==> src/rtl/clkout_pkg.sv <==
package clkout_pkg;

  localparam int SEL_W   = 4;
  localparam int DIV_W   = 3;
  localparam int MAX_LOG = 5;
  localparam int CNT_W   = MAX_LOG;

  typedef enum logic [1:0] {
    LOL_LOW  = 2'd0,
    LOL_HIGH = 2'd1,
    LOL_TRI  = 2'd2,
    LOL_TRIB = 2'd3
  } lol_pol_e;

  typedef struct packed {
    logic [SEL_W-1:0] sel;
    logic [DIV_W-1:0] div;
    logic             en;
    lol_pol_e         pol;
    logic             fb;
  } outcfg_t;

  // Divider code to applied log2 ratio; anything above MAX_LOG saturates.
  function automatic logic [DIV_W-1:0] div_log(input logic [DIV_W-1:0] code);
    if (int'(code) > MAX_LOG) return DIV_W'(MAX_LOG);
    return code;
  endfunction

  // True when a select code names a raw input-stage clock.
  function automatic logic sel_is_bypass(input logic [SEL_W-1:0] s,
                                         input int nsyn, input int nbyp);
    int k;
    k = int'(s);
    return (k >= nsyn) && (k < nsyn + nbyp);
  endfunction

endpackage

==> src/rtl/clkout_regs.sv <==
module clkout_regs
  import clkout_pkg::*;
#(
  parameter int NUM_OUT = 4,
  parameter int ADDR_W  = 3,
  parameter int DATA_W  = 8
) (
  input  logic                     clk,
  input  logic                     rst_n,
  input  logic                     wr_en,
  input  logic [ADDR_W-1:0]        wr_addr,
  input  logic [DATA_W-1:0]        wr_data,
  output outcfg_t [NUM_OUT-1:0]    cfg
);

  genvar n;
  generate
    for (n = 0; n < NUM_OUT; n++) begin : g_lane
      outcfg_t r;
      logic    hit_main;
      logic    hit_aux;

      assign hit_main = wr_en && (wr_addr == ADDR_W'(2 * n));
      assign hit_aux  = wr_en && (wr_addr == ADDR_W'(2 * n + 1));

      always_ff @(posedge clk) begin
        if (!rst_n) begin
          r.sel <= SEL_W'(n);
          r.div <= '0;
          r.en  <= 1'b1;
          r.pol <= LOL_LOW;
          r.fb  <= 1'b0;
        end else if (hit_main) begin
          r.sel <= wr_data[SEL_W-1:0];
          r.div <= wr_data[6:4];
          r.en  <= wr_data[7];
        end else if (hit_aux) begin
          r.pol <= lol_pol_e'(wr_data[1:0]);
          r.fb  <= wr_data[2];
        end
      end

      assign cfg[n] = r;
    end
  endgenerate

endmodule

==> src/rtl/clkout_div.sv <==
module clkout_div
  import clkout_pkg::*;
#(
  parameter int NSYN = 4,
  parameter int NBYP = 5,
  parameter int IDX  = 0
) (
  input  logic             clk,
  input  logic             rst_n,
  input  logic [NSYN-1:0]  syn,
  input  logic [NBYP-1:0]  byp,
  input  logic [SEL_W-1:0] req_sel,
  input  logic [DIV_W-1:0] req_log,
  input  logic             req_run,
  output logic             dclk,
  output logic             apply,
  output logic [DIV_W-1:0] act_log,
  output logic [SEL_W-1:0] act_sel,
  output logic             run_act
);

  logic [SEL_W-1:0] sel_q;
  logic [DIV_W-1:0] log_q;
  logic             run_q;
  logic             s_d;
  logic             armed;
  logic [CNT_W-1:0] cnt;
  logic             src_now;
  logic             src_new;
  logic             rise;
  logic             chg;
  logic             dclk_w;

  function automatic logic pick(input logic [SEL_W-1:0] s,
                                input logic [NSYN-1:0] sv,
                                input logic [NBYP-1:0] bv);
    int k;
    k = int'(s);
    if (k < NSYN) return sv[k];
    if (k < NSYN + NBYP) return bv[k - NSYN];
    return sv[IDX];
  endfunction

  assign src_now = pick(sel_q, syn, byp);
  assign src_new = pick(req_sel, syn, byp);
  assign rise    = src_now & ~s_d;

  always_comb begin
    if (log_q == '0) dclk_w = s_d & armed;
    else             dclk_w = cnt[3'(log_q - 3'd1)];
  end

  assign chg   = (sel_q != req_sel) || (log_q != req_log);
  assign apply = !dclk_w && (chg || (run_q != req_run));

  always_ff @(posedge clk) begin
    if (!rst_n) begin
      sel_q <= SEL_W'(IDX);
      log_q <= '0;
      run_q <= 1'b0;
      s_d   <= 1'b0;
      armed <= 1'b0;
      cnt   <= '0;
    end else if (apply && chg) begin
      sel_q <= req_sel;
      log_q <= req_log;
      run_q <= req_run;
      s_d   <= src_new;
      armed <= 1'b0;
      cnt   <= '0;
    end else begin
      if (apply) run_q <= req_run;
      s_d <= src_now;
      if (rise) begin
        cnt   <= cnt + 1'b1;
        armed <= 1'b1;
      end
    end
  end

  assign dclk    = dclk_w;
  assign act_log = log_q;
  assign act_sel = sel_q;
  assign run_act = run_q;

endmodule

==> src/rtl/clkout_gate.sv <==
module clkout_gate
  import clkout_pkg::*;
(
  input  logic     clk,
  input  logic     rst_n,
  input  logic     dclk,
  input  logic     run_act,
  input  logic     lock,
  input  lol_pol_e pol,
  input  logic     fb,
  output logic     clk_o,
  output logic     oe_o
);

  always_ff @(posedge clk) begin
    if (!rst_n) begin
      clk_o <= 1'b0;
      oe_o  <= 1'b1;
    end else if (fb) begin
      clk_o <= dclk;
      oe_o  <= 1'b1;
    end else if (!lock) begin
      unique case (pol)
        LOL_LOW:  begin clk_o <= 1'b0; oe_o <= 1'b1; end
        LOL_HIGH: begin clk_o <= 1'b1; oe_o <= 1'b1; end
        default:  begin clk_o <= 1'b0; oe_o <= 1'b0; end
      endcase
    end else if (run_act) begin
      clk_o <= dclk;
      oe_o  <= 1'b1;
    end else begin
      clk_o <= 1'b0;
      oe_o  <= 1'b1;
    end
  end

endmodule

==> src/rtl/clkout_stage.sv <==
module clkout_stage
  import clkout_pkg::*;
#(
  parameter int NUM_OUT = 4,
  parameter int NUM_BYP = 5,
  parameter int DATA_W  = 8
) (
  input  logic                         clk,
  input  logic                         rst_n,
  input  logic                         wr_en,
  input  logic [$clog2(NUM_OUT*2)-1:0] wr_addr,
  input  logic [DATA_W-1:0]            wr_data,
  input  logic [NUM_OUT-1:0]           synth_clk,
  input  logic [NUM_BYP-1:0]           byp_clk,
  input  logic                         pll_lock,
  input  logic                         out_en_all,
  output logic [NUM_OUT-1:0]           clk_out,
  output logic [NUM_OUT-1:0]           clk_oe,
  output logic [NUM_OUT-1:0]           phase_ok
);

  localparam int ADDR_W = $clog2(NUM_OUT * 2);

  outcfg_t [NUM_OUT-1:0] cfg;

  // Named internal events for the checker.
  logic [NUM_OUT-1:0]            lane_dclk;
  logic [NUM_OUT-1:0]            lane_apply;
  logic [NUM_OUT-1:0]            lane_fb;
  logic [NUM_OUT-1:0][1:0]       lane_pol;
  logic [NUM_OUT-1:0][DIV_W-1:0] lane_log;

  clkout_regs #(
    .NUM_OUT (NUM_OUT),
    .ADDR_W  (ADDR_W),
    .DATA_W  (DATA_W)
  ) u_regs (
    .clk     (clk),
    .rst_n   (rst_n),
    .wr_en   (wr_en),
    .wr_addr (wr_addr),
    .wr_data (wr_data),
    .cfg     (cfg)
  );

  genvar n;
  generate
    for (n = 0; n < NUM_OUT; n++) begin : g_out
      logic             dclk;
      logic             apply;
      logic [DIV_W-1:0] act_log;
      logic [SEL_W-1:0] act_sel;
      logic             run_act;

      clkout_div #(
        .NSYN (NUM_OUT),
        .NBYP (NUM_BYP),
        .IDX  (n)
      ) u_div (
        .clk     (clk),
        .rst_n   (rst_n),
        .syn     (synth_clk),
        .byp     (byp_clk),
        .req_sel (cfg[n].sel),
        .req_log (div_log(cfg[n].div)),
        .req_run (cfg[n].en & out_en_all),
        .dclk    (dclk),
        .apply   (apply),
        .act_log (act_log),
        .act_sel (act_sel),
        .run_act (run_act)
      );

      clkout_gate u_gate (
        .clk     (clk),
        .rst_n   (rst_n),
        .dclk    (dclk),
        .run_act (run_act),
        .lock    (pll_lock),
        .pol     (cfg[n].pol),
        .fb      (cfg[n].fb),
        .clk_o   (clk_out[n]),
        .oe_o    (clk_oe[n])
      );

      assign phase_ok[n]   = (act_log == '0) && !sel_is_bypass(act_sel, NUM_OUT, NUM_BYP);
      assign lane_dclk[n]  = dclk;
      assign lane_apply[n] = apply;
      assign lane_fb[n]    = cfg[n].fb;
      assign lane_pol[n]   = cfg[n].pol;
      assign lane_log[n]   = act_log;
    end
  endgenerate

endmodule

==> config.mk <==
export PLATFORM = sky130hd
export DESIGN_NAME = clkout_stage
export DESIGN_NICKNAME = d
export VERILOG_FILES = /design/src/rtl/clkout_pkg.sv /design/src/rtl/clkout_regs.sv /design/src/rtl/clkout_div.sv /design/src/rtl/clkout_gate.sv /design/src/rtl/clkout_stage.sv
export SDC_FILE = /design/constraint.sdc
export NUM_CORES = 1
export LEC_CHECK = 0
export BUFFER_PORTS_ARGS = -buffer_cell sky130_fd_sc_hd__buf_2
export CORE_MARGIN = 2
export CORE_UTILIZATION = 62
export DETAILED_ROUTE_END_ITERATION = 10
export PLACE_DENSITY = 0.78
export RECOVER_POWER = 100
export SETUP_SLACK_MARGIN = 0.5
export SLEW_MARGIN = 10
export SYNTH_ARGS = -nofsm -noshare
export SYNTH_HDL_FRONTEND = slang
export SYNTH_SLANG_ARGS = --single-unit
==> constraint.sdc <==
create_clock -name clk -period 2.8 [get_ports clk]
set_input_delay 0.14 -clock clk [delete_from_list [all_inputs] [get_ports clk]]
set_output_delay 0.14 -clock clk [all_outputs]
set_load 0.02 [all_outputs]
======== Yosys cells after proc, flatten, opt, wreduce, memory -nomap -nowiden ========
Cells that the tools add are included.
cells by class
  add/sub/neg operators ................... 16
  magnitude comparators ................... 44
  eq/ne operators ......................... 23
  multiplexer cells ....................... 152
  bitwise operators ....................... 21
  reduce and logical (&&, ||, !) cells .... 69
operator list
  kind                                                                count
  less-than comparator 32 x 5 -> 1 bit (second input constant)        8
  2-to-1 mux 1 bit                                                    124
  less-than comparator 4 x 3 -> 1 bit (second input constant)         16
  subtractor 4 x 3 -> 5 bit (second input constant)                   8
  binary-select mux 1 bit (select 3 bit)                              12
  less-than comparator 4 bit (second input constant)                  8
  logical AND 1 bit                                                   24
  2-to-1 mux 3 bit                                                    8
  adder 5 x 1 -> 5 bit (second input constant)                        4
  binary-select mux 1 bit (select 2 bit)                              8
  greater-or-equal comparator 4 x 3 -> 1 bit (second input constant)  4
  less-than comparator 3 x 4 -> 1 bit (second input constant)         4
  != test 4 bit                                                       4
  OR reduction 2 bit                                                  8
  zero test 3 bit                                                     5
  AND 1 bit                                                           12
  equality test 3 bit (second input constant)                         4
  > comparator 3 bit (second input constant)                          4
  != test 3 bit                                                       4
  OR reduction 3 bit                                                  4
  subtractor 3 x 1 -> 3 bit (second input constant)                   4
  inverter 1 bit                                                      9
  equality test 2 x 1 -> 1 bit (second input constant)                4
  zero test 1 bit                                                     8
  other kinds (7)                                                     27
word-level totals
  register bits ........................... 112
  input bits .............................. 25
  logic and storage cells ................. 377

======== Depth between registers and ports, before layout ========
Gate-level depths: netlist of the first run.
  depth in word-level cells ............... 9
  gate-level depth with buffers ........... 8

======== By module ========
From an unflattened synthesis of the first run, not the netlist that was laid out.
unflattened totals
  cell total of the unflattened synthesis .. 731
  area total of the unflattened synthesis .. 6,691.4 um^2
modules (own cells, without submodules)
  module                           times used  cells each  area each (um^2)
  clkout_div (g_out[0].u_div ...)  3           129         1,106.1
  clkout_regs                      1           160         1,702.9
  clkout_div (g_out[3].u_div)      1           120         1,146.1
  clkout_gate                      4           8           81.3
  clkout_stage                     1           32          198.9

======== Worst setup path after synthesis of the first run ========
Ideal clock, no wire load.
  path kind ............................... reg2reg
  start ................................... register g_out[2].u_div.log_q[0]
  end ..................................... register g_out[2].u_div.cnt[1]
  setup time .............................. 0.115 ns
  data arrival time ....................... 1.952 ns
  slack ................................... 0.733 ns
  stages on the path, launching flop included .. 8
  buffers on the path ..................... 0
  clock period less this slack ............ 2.067 ns
  cells stage by stage .................... dfxtp_1 -> inv_1 -> ha_1 -> mux4_2 -> a211oi_2 -> o22ai_2 -> o21ai_4 -> o21ba_2
between the ends
  longest elaborated chain between the ends .. 8
ends and longest elaborated chain
  what                                    RTL line          text
  from (decl)                             clkout_div.sv:23  logic [DIV_W-1:0] log_q;
  from (signal assigned)                  clkout_div.sv:66  log_q <= req_log;
  subtractor 3 x 1 -> 3 bit               clkout_div.sv:50  else dclk_w = cnt[3'(log_q - 3'd1)];
  binary-select mux 1 bit (select 3 bit)  clkout_div.sv:50
  2-to-1 mux 1 bit (not written as such)  clkout_div.sv:50
  2-to-1 mux 1 bit                        clkout_div.sv:49  if (log_q == '0) dclk_w = s_d & armed;
  zero test 1 bit                         clkout_div.sv:54  assign apply = !dclk_w && (chg || (run_q != req_run));
  logical AND 1 bit                       clkout_div.sv:54
  logical AND 1 bit (*)                   clkout_div.sv:64  end else if (apply && chg) begin
  OR reduction 2 bit (no line) (*)        -
  to (signal assigned)                    clkout_div.sv:75  cnt <= cnt + 1'b1;
  to (decl)                               clkout_div.sv:27  logic [CNT_W-1:0] cnt;
Every way passes the cells marked *; elsewhere a longest branch is shown, timed or not. The select of a mux whose other input is x is not followed.
A chain may end at the register's enable or synchronous reset.

======== Worst setup path after layout of the first run ========
  start ................................... register g_out[2].u_div.log_q[0]
  end ..................................... register g_out[2].u_div.s_d
between the ends
  longest elaborated chain between the ends .. 8
ends and longest elaborated chain
  what                                    RTL line          text
  subtractor 3 x 1 -> 3 bit               clkout_div.sv:50
  binary-select mux 1 bit (select 3 bit)  clkout_div.sv:50
  2-to-1 mux 1 bit (not written as such)  clkout_div.sv:50
  2-to-1 mux 1 bit                        clkout_div.sv:49
  zero test 1 bit                         clkout_div.sv:54
  logical AND 1 bit                       clkout_div.sv:54
  logical AND 1 bit (*)                   clkout_div.sv:64
  2-to-1 mux 1 bit (*)                    clkout_div.sv:64
  to (signal assigned)                    clkout_div.sv:68  s_d <= src_new;
  to (signal assigned)                    clkout_div.sv:73  s_d <= src_now;
  to (decl)                               clkout_div.sv:25  logic s_d;
Marked as above.

==> impl_metrics.env, run 1 <==
export IMPL_worstSetupStartpointType="flop"
export IMPL_ys_top_cells_by_count="112 x dfxtp_1, 103 x nand2_1, 72 x a21oi_1, 45 x nor2_1, 33 x clkbuf_1"
export IMPL_portBuffers=36
export IMPL_dpl_instance_area_mm2=0.00655
export IMPL_fin_ws_ns=0.372
export IMPL_routedWlPerCell_um=17.9
export IMPL_p_sw_mw=1.25
export IMPL_drc=0
export IMPL_yosysWarnings=0
export IMPL_crit_type="flop to flop"
export IMPL_netlist_instances=744
export IMPL_cp_arrival_ns=2.72
export IMPL_crit_required_ns=3.09
export IMPL_fin_area_mm2=0.00681
export IMPL_grt_overflow_total=0
export IMPL_fin_util_pct=66.9
export IMPL_root_buffer="clkbuf_8"
export IMPL_setup_viol=0
export IMPL_synth_top_area_cell="dfxtp_1"
export IMPL_numCtsBuffers=9
export IMPL_vias=5692
export IMPL_cts_sinks=112
export IMPL_whs_ns=0.0240
export IMPL_via_per_inst=6.39
export IMPL_p_total_mw=3.79
export IMPL_tns_ns=0
export IMPL_yosys_cell_types_count=79
export IMPL_period_needed_ns=2.43
export IMPL_register_area_mm2=0.00225
export IMPL_synthDominantCellAreaShare_pct=34.9
export IMPL_use_met2_pct=49.7
export IMPL_pwr_share_clk_pct=27.0
export IMPL_peakVddDrop_mv=0.497
export IMPL_multi_input_area_mm2=0.00385
export IMPL_syn_area_mm2=0.00643
export IMPL_synth_compound_area_share_pct=19.1
export IMPL_p_int_mw=2.54
export IMPL_clock_latency_ns=0.40
export IMPL_skew_ns=0.0210
export IMPL_gr_usage_met1_pct=37.9
export IMPL_place_congestion=0.871
export IMPL_tritoncts="built"
export IMPL_core_mm2=0.0102
export IMPL_die_x_um=106
export IMPL_drt_iter0_markers=361
export IMPL_outcome="finished, final reports clean"
export IMPL_synth_edf_count=0
export IMPL_end_kind="flop"
export IMPL_relSlewSlack_pct=18.2
export IMPL_grt_max_degree=39
export IMPL_die_h_um=106
export IMPL_hp_class="input pin to flop"
export IMPL_nFillCells=869
export IMPL_fin_crit_sh_pct=86.7
export IMPL_row_count=37
export IMPL_drv_slew=0
export IMPL_tightest_slew_ns=1.23
export IMPL_rsz0062_at_grt="no"
export IMPL_synth_seq_area_share_pct=34.9
export IMPL_finalNetCount=787
export IMPL_initial_core_util_pct=63.1
export IMPL_cap_violations=0
export IMPL_finalNonFillerCells=891
export IMPL_netlist_top_cells_area="dfxtp_1 35%, nand2_1 6.0%, a21oi_1 5.6%"
export IMPL_hold_viol=0
export IMPL_synth_nets=781
export IMPL_ys_ff_latch=112
export IMPL_dpl_hpwl_mm=11.2
export IMPL_cp_max_fo=8
export IMPL_grt_busiest_layer="met2"
export IMPL_synth_top_family_by_area="simple AND/OR/NAND/NOR gates"
export IMPL_grtUsageTotal_pct=29.6
export IMPL_p_sw_share_pct=33.0
export IMPL_met3_usage_pct=6.00
export IMPL_synth_avg_cell_area_um2=8.64
export IMPL_synth_mux_area_share_pct=12.0
export IMPL_htreeDepth=3
export IMPL_yosysMostFrequentCell="dfxtp_1"
export IMPL_path_clk_slew_ns=0.12
export IMPL_synthArstFlopShare_pct=0
export IMPL_power_per_cell_area_mw_per_mm2=557
export IMPL_fp_dieArea_mm2=0.0112
export IMPL_p_leak_nw=2.45
export IMPL_power_frac_comb_pct=24.0
export IMPL_io_pin_count=37
export IMPL_dp_cells=870
export IMPL_drtAntennaViolNets=0
export IMPL_synth_simple_area_share_pct=23.3
export IMPL_detailedPlace_worstSlack_ns=0.380
export IMPL_seq_power_share_pct=49.0
export IMPL_drive_gt1_share_pct=11.3
export IMPL_grt_pass1_vias=5421
export IMPL_wl_mm=15.9
export IMPL_drtPass1Iterations=5
export IMPL_yosys_area_share_xor_xnor_pct=2.86
export IMPL_antenna_found_initial=0
export IMPL_synth_ff_type="dfxtp_1"
export IMPL_insertedDiodeCount=0
export IMPL_area_growth_pct=5.98
export IMPL_grt_pass1_wl_mm=26.5
export IMPL_synth_fa_ha_area_share_pct=2.34
export IMPL_clk_path_buf_depth=2
export IMPL_max_freq_ghz=0.412
-- kinds of logic after synthesis --
kind of cell | after synthesis
buf+inv | 77
fa+ha+maj | 12
compound gates | 182
simple gates | 290
flops | 112
mux | 50
xor+xnor | 21
-- registers in the layout (all words and copies together) (netlist names) --
signal / count
g_out.u_div.s_d: 4
u_regs.cfg: 44
g_out.u_div.armed: 4
g_out.u_gate.oe_o: 4
g_out.u_div.cnt: 20
g_out.u_div.run_act: 4
g_out.u_div.act_sel: 16
g_out.u_gate.clk_o: 4
g_out.u_div.act_log: 12
-- final cells by class --
cell class	count	share of cell area, %
clock buffers	10	2.02
clock inverters	6	1.10
inverters	27	1.49
multi-input cells	555	56.5
flip-flops and latches	112	33.0
well taps	136	2.50
repair buffers	45	3.40
-- worst max-delay path: stages (launching register included) --
cell      delay [ns]
dfxtp_4         0.40
inv_1           0.07
ha_1            0.33
mux4_2          0.34
a211oi_1        0.46
o22a_1          0.33
a221oi_1        0.13
a41o_1          0.27
-- final timing paths --
check	end	start	slack [ns]	depth (start not counted)
worst max-delay path	g_out[2].u_div.s_d	g_out[2].u_div.act_log[0]	0.37	7
worst min-delay path	u_regs.cfg[36]	wr_data[7]	0.02	3
worst max register to register	g_out[2].u_div.s_d	g_out[2].u_div.act_log[0]	0.37	7
worst min register to register	g_out[0].u_gate.oe_o	u_regs.cfg[2]	0.45	1
-- power by group through the flow --
stage               combinational, mW  sequential (mW)  clock, mW
finish                          0.909             1.86       1.02
global route                     1.01             1.88       1.10
floorplan                       0.714             1.82          0
CTS                             0.880             1.85       1.04
detailed placement              0.874             1.89          0
global placement                0.838             1.88          0
-- metal layers --
layer | up-vias | wire length (µm)
li1 | 2719 | -
met1 | 2750 | 6730
met2 | 199 | 7810
met3 | 24 | 1050
met4 | 0 | 318
met5 | - | 0
-- cells in the final DEF (no fill, tap or decap), types with 8 or more instances in the layout --
cell type / instances
dfxtp_1: 110
nand2_1: 103
a21oi_1: 71
nor2_1: 45
o21ai_0: 28
mux2i_1: 28
inv_1: 27
nand3_1: 27
buf_2: 23
xnor2_1: 18
nor3_1: 17
clkbuf_1: 17
mux4_2: 13
nor3b_1: 12
ha_1: 12
a21o_1: 11
o211ai_1: 11
nand2b_1: 10
clkbuf_8: 10
nor2b_1: 9
o311ai_0: 9
a211oi_1: 8
-- timing repair --
item / in CTS / in global routing
endpoints found under the setup margin: 8 / 37
gates resized for setup: 2 / 12
buffers inserted: 0 / 4
pin swaps: 0 / 4
hold endpoints to repair: 1 / 0
hold buffers: 1 / 0
Note: power is estimated with default switching activity, not from simulation.
==> inputs of run 2 (changes only) <==
--- a/config.mk
+++ b/config.mk
@@ -9,7 +9,8 @@
 export CORE_MARGIN = 2
 export CORE_UTILIZATION = 62
 export DETAILED_ROUTE_END_ITERATION = 10
-export PLACE_DENSITY = 0.78
+export GPL_TIMING_DRIVEN = 0
+export PLACE_DENSITY = 0.81
 export RECOVER_POWER = 100
 export SETUP_SLACK_MARGIN = 0.5
 export SLEW_MARGIN = 10
==> run 2 against run 1 <==
  * Cell count is 4.6% higher
  * Global-route usage is 0.74 points higher
  * Non-clock buffer count is 41 higher
  * Largest power group unchanged
==> impl_metrics.env, run 2 (same netlist as run 1, synthesis figures left out) <==
export IMPL_portBuffers=30
export IMPL_via_per_inst=6.31
export IMPL_r2r_start="g_out[2].u_div.act_log[1]"
export IMPL_dp_cells=910
export IMPL_antenna_found_initial=1
export IMPL_r2r_cells=8
export IMPL_reg2reg_slack_ns=0.40
export IMPL_drtAntennaViolNets=0
export IMPL_drive_gt1_share_pct=12.4
export IMPL_grt_max_degree=18
export IMPL_endpoint="g_out[2].u_div.act_log[1]"
export IMPL_hp_class="input pin to flop"
export IMPL_max_freq_ghz=0.417
export IMPL_cap_violations=0
export IMPL_path_clk_slew_ns=0.10
export IMPL_grt_pass1_wl_mm=27.3
export IMPL_grtUsageTotal_pct=30.3
export IMPL_crit_required_ns=3.08
export IMPL_die_h_um=106
export IMPL_cp_max_fo=8
export IMPL_timing_rr_end="g_out[2].u_div.act_log[1]"
export IMPL_io_pin_count=37
export IMPL_finalNetCount=828
export IMPL_drt_iter0_markers=535
export IMPL_final_common_cell="dfxtp_1"
export IMPL_worstSetupStartpointType="flop"
export IMPL_dpl_hpwl_mm=11.6
export IMPL_cp_arrival_ns=2.68
export IMPL_holdBufCountCts=0
export IMPL_vias=5884
export IMPL_place_congestion=0.911
export IMPL_htreeDepth=3
export IMPL_initial_core_util_pct=63.1
export IMPL_power_per_cell_area_mw_per_mm2=548
export IMPL_tightest_slew_ns=0.939
export IMPL_finalNonFillerCells=932
export IMPL_relSlewSlack_pct=37.0
export IMPL_skew_ns=0.0142
export IMPL_fp_dieArea_mm2=0.0112
export IMPL_rsz0062_at_grt="yes"
export IMPL_drv_slew=0
export IMPL_largest_register_ffs=44
export IMPL_period_needed_ns=2.40
export IMPL_die_x_um=106
export IMPL_row_count=37
export IMPL_tns_ns=0
export IMPL_end_kind="flop"
export IMPL_cts_sinks=112
export IMPL_cp_startpoint="g_out[2].u_div.act_log[1]"
export IMPL_wl_mm=16.7
export IMPL_drtPass1Iterations=5
export IMPL_core_mm2=0.0102
export IMPL_layout_common_cells="110 x dfxtp_1, 103 x nand2_1, 71 x a21oi_1"
export IMPL_p_leak_nw=2.53
export IMPL_grt_overflow_total=0
export IMPL_drc=0
export IMPL_insertedDiodeCount=0
export IMPL_clock_latency_ns=0.38
export IMPL_grt_pass1_vias=5639
export IMPL_crit_type="flop to flop"
export IMPL_tritoncts="built"
export IMPL_fin_crit_sh_pct=85.7
export IMPL_hold_viol=0
export IMPL_setup_viol=0
export IMPL_root_buffer="clkbuf_8"
export IMPL_numCtsBuffers=9
export IMPL_clk_path_buf_depth=2
export IMPL_routedWlPerCell_um=17.9
export IMPL_peakVddDrop_mv=0.364
export IMPL_outcome="finished, final reports clean"
export IMPL_area_growth_pct=9.17
run 2: how the worst min path moves through the flow:
| stage | start | endpoint | slack [ns] | depth (start not counted) |
|---|---|---|---|---|
| 3_5_place_dp | u_regs.cfg[35] | g_out[3].u_gate.oe_o | 0.41 | 1 |
| 2_1_floorplan | wr_data[7] | u_regs.cfg[14] | 0.26 | 2 |
| 5_1_grt | wr_data[3] | u_regs.cfg[21] | 0.04 | 3 |
| 6_report | wr_data[3] | u_regs.cfg[43] | 0.03 | 3 |
| 4_1_cts | wr_data[3] | u_regs.cfg[43] | 0.03 | 3 |
| 3_3_place_gp | u_regs.cfg[35] | g_out[3].u_gate.oe_o | 0.42 | 1 |
run 2: cell type report:
| class | instances | area, µm² |
|---|---|---|
| multi-input combinational | 555 | 3850 |
| fill | 840 | 3170 |
| sequential | 112 | 2250 |
| buffer | 50 | 255 |
| timing repair buffer | 36 | 179 |
| tap | 136 | 170 |
| clock buffer | 12 | 155 |
| inverter | 27 | 101 |
| clock inverter | 4 | 52.6 |
run 2: per-stage QoR:
step / hold slack [ns] / util (%) / power (mW) / cell area, µm² / setup WS [ns]
after floorplan: 0.264 / - / 2.54 / 6430 / 0.733
after global placement: 0.418 / 66.2 / 2.74 / 6750 / 0.487
after detailed placement: 0.411 / 66.2 / 2.79 / 6750 / 0.419
after CTS: 0.0258 / 68.5 / 3.80 / 6970 / 0.493
after global routing: 0.0391 / 68.9 / 4.01 / 7020 / 0.230
final: 0.0334 / 68.9 / 3.84 / 7020 / 0.399
run 2: worst max-delay path: stages (launching register included):
cell      delay [ns]
dfxtp_1         0.37
inv_1           0.09
ha_1            0.32
mux4_2          0.34
a211oi_1        0.46
o22a_2          0.35
buf_4           0.14
a21oi_1         0.06
o21a_1          0.17
run 2: metal layers:
layer / track usage (%) / part of all wire [%] / vias up
li1: - / - / 2797
met2: 50.0 / 47 / 237
met3: 3.83 / 8.5 / 29
met4: 10.1 / 1.9 / 2
met1: 41.2 / 43 / 2819
met5: 0 / 0.078 / -
run 2: repair_timing:
action | 4_1_cts | 5_1_grt
endpoints found under the setup margin | 20 | 48
cloned | 0 | 0
pin swaps | 1 | 4
resized for setup | 7 | 15
buffers inserted | 0 | 6
run 2: where the power goes:
| group | internal (mW) | switching [mW] |
|---|---|---|
| logic | 0.410 | 0.586 |
| clock network | 0.464 | 0.560 |
| registers | 1.70 | 0.122 |
| total | 2.58 | 1.27 |
==> inputs of run 3 (changes only) <==
--- a/config.mk
+++ b/config.mk
@@ -6,11 +6,13 @@
 export NUM_CORES = 1
 export LEC_CHECK = 0
 export BUFFER_PORTS_ARGS = -buffer_cell sky130_fd_sc_hd__buf_2
+export CELL_PAD_IN_SITES_DETAIL_PLACEMENT = 1
+export CELL_PAD_IN_SITES_GLOBAL_PLACEMENT = 1
 export CORE_MARGIN = 2
-export CORE_UTILIZATION = 62
+export CORE_UTILIZATION = 47
 export DETAILED_ROUTE_END_ITERATION = 10
 export GPL_TIMING_DRIVEN = 0
-export PLACE_DENSITY = 0.81
+export PLACE_DENSITY_LB_ADDON = 0.1
 export RECOVER_POWER = 100
 export SETUP_SLACK_MARGIN = 0.5
 export SLEW_MARGIN = 10
==> run 3 against run 2 <==
  * Cell count up 4.3%
  * Routed wire length up 12%
  * Final area up 1.6%
  * Critical path depth down 1
  * Sequential cell count unchanged
  * Sequential power about the same
  * Non-clock buffer count down 1
  * Hold slack better by 0.027 ns
  * Register-to-register slack worse by 0.03 ns
  * Critical endpoint is now g_out[3].u_div.s_d
==> impl_metrics.env, run 3 (same netlist as run 1, synthesis figures left out) <==
export IMPL_portBuffers=30
export IMPL_max_freq_ghz=0.411
export IMPL_dpl_hpwl_mm=13.6
export IMPL_fin_ws_ns=0.366
export IMPL_drc=0
export IMPL_clock_latency_ns=0.36
export IMPL_cts_sinks=112
export IMPL_worstSetupStartpointType="flop"
export IMPL_r2r_cells=7
export IMPL_cp_arrival_ns=2.68
export IMPL_cpPeakStageDelay_ns=0.41
export IMPL_detailedPlace_worstSlack_ns=0.277
export IMPL_grt_overflow_total=0
export IMPL_min_from="wr_data[3]"
export IMPL_core_mm2=0.0133
export IMPL_r2r_start="g_out[3].u_div.act_log[0]"
export IMPL_nFillCells=1616
export IMPL_io_pin_count=37
export IMPL_grt_pass1_vias=5938
export IMPL_drtPass1Iterations=5
export IMPL_drt_iter0_markers=343
export IMPL_whs_endpoint="u_regs.cfg[43]"
export IMPL_drtAntennaViolNets=0
export IMPL_rsz0062_at_grt="yes"
export IMPL_holdBufCountCts=0
export IMPL_hp_class="input pin to flop"
export IMPL_skew_ns=0.00672
export IMPL_end_kind="flop"
export IMPL_p_total_mw=4.09
export IMPL_layout_common_cells="109 x dfxtp_1, 103 x nand2_1, 70 x a21oi_1"
export IMPL_grtUsageTotal_pct=26.6
export IMPL_die_h_um=121
export IMPL_largest_register_ffs=44
export IMPL_htreeDepth=3
export IMPL_holdPathStages=3
export IMPL_area_growth_pct=10.9
export IMPL_root_buffer="clkbuf_16"
export IMPL_place_congestion=0.846
export IMPL_hold_viol=0
export IMPL_period_needed_ns=2.43
export IMPL_final_common_cell="dfxtp_1"
export IMPL_grt_max_degree=20
export IMPL_fin_area_mm2=0.00712
export IMPL_tns_ns=0
export IMPL_row_count=42
export IMPL_cap_violations=0
export IMPL_power_per_cell_area_mw_per_mm2=575
export IMPL_drive_gt1_share_pct=12.3
export IMPL_crit_type="flop to flop"
export IMPL_via_per_inst=6.08
export IMPL_finalNonFillerCells=972
export IMPL_outcome="finished, final reports clean"
export IMPL_register_area_mm2=0.00225
export IMPL_antenna_found_initial=1
export IMPL_cp_max_fo=6
export IMPL_finalNetCount=827
export IMPL_initial_core_util_pct=48.3
export IMPL_routedWlPerCell_um=19.3
export IMPL_drv_slew=0
export IMPL_cp_slowest_cell="nor2_1"
export IMPL_tightest_slew_ns=0.892
export IMPL_numCtsBuffers=9
export IMPL_crit_required_ns=3.04
export IMPL_grt_pass1_wl_mm=30.6
export IMPL_die_x_um=121
export IMPL_reg2reg_slack_ns=0.37
export IMPL_dpl_instance_area_mm2=0.00680
export IMPL_vias=5913
export IMPL_relSlewSlack_pct=40.1
export IMPL_wl_mm=18.8
export IMPL_tritoncts="built"
export IMPL_peakVddDrop_mv=0.296
export IMPL_p_leak_nw=2.56
export IMPL_timing_rr_end="g_out[3].u_div.s_d"
export IMPL_clk_path_buf_depth=2
export IMPL_fp_dieArea_mm2=0.0146
export IMPL_dp_cells=950
export IMPL_crit_path_cell_trace="inv_1 -> ha_1 -> mux4_2 -> o21ai_0 -> nand3_1 -> nor2_1 -> mux2_2"
export IMPL_fin_crit_sh_pct=86.9
export IMPL_multi_input_area_mm2=0.00385
export IMPL_setup_viol=0
export IMPL_path_clk_slew_ns=0.07
[run 3: cell type report]
type / count / area share [%]
Buffer: 50 / 3.60
Inverter: 27 / 1.42
Clock inverter: 7 / 0.755
Timing Repair Buffer: 35 / 2.35
Multi-Input combinational cell: 555 / 54.0
Clock buffer: 9 / 3.16
Sequential cell: 112 / 31.6
Tap cell: 176 / 3.09
Antenna cell: 1 / 0.0351
[run 3: worst max-delay path, delay by kind of cell (launching register included)]
kind | cells | cell delay [ns]
simple gates | 2 | 0.76
flops | 1 | 0.39
mux | 2 | 0.65
compound gates | 1 | 0.12
buf+inv | 1 | 0.08
fa+ha+maj | 1 | 0.33
[run 3: power breakdown]
group          switching, mW  internal (mW)  leakage (nW)
Clock                  0.640          0.615         0.134
Sequential             0.126           1.70         0.911
Combinational          0.602          0.408          1.51
Total                   1.37           2.73          2.56
[run 3: per-layer routing]
layer	vias up	part of all wire [%]	global-route usage [%]
met5	-	0	0
met4	0	1.5	8.36
met3	23	4.0	3.34
met2	117	48	43.7
met1	2975	46	36.5
li1	2798	-	-
[run 3: worst max-delay path by stage]
stage	startpoint	endpoint	slack, ns	cells after the start
final	g_out[3].u_div.act_log[0]	g_out[3].u_div.s_d	0.37	7
after global routing	g_out[2].u_div.act_log[0]	g_out[2].u_div.cnt[4]	0.24	7
after CTS	g_out[1].u_div.act_log[0]	g_out[1].u_div.s_d	0.49	7
after detailed placement	g_out[3].u_div.act_log[0]	g_out[3].u_div.cnt[0]	0.28	7
after global placement	g_out[3].u_div.act_log[0]	g_out[3].u_div.cnt[0]	0.40	7
after floorplan	g_out[2].u_div.act_log[0]	g_out[2].u_div.cnt[1]	0.73	7
[run 3: what timing repair did]
item / CTS / global route
pin swaps: 1 / 5
resized for setup: 8 / 24
endpoints found under the hold margin: 0 / 0
setup endpoints to repair: 27 / 47
buffers inserted: 2 / 3
[run 3: metrics by stage]
stage | utilization (%) | hold WS, ns
floorplan | - | 0.264
global placement | 51.1 | 0.414
detailed placement | 51.1 | 0.422
CTS | 53.5 | 0.0530
global route | 53.6 | 0.0821
finish | 53.6 | 0.0609
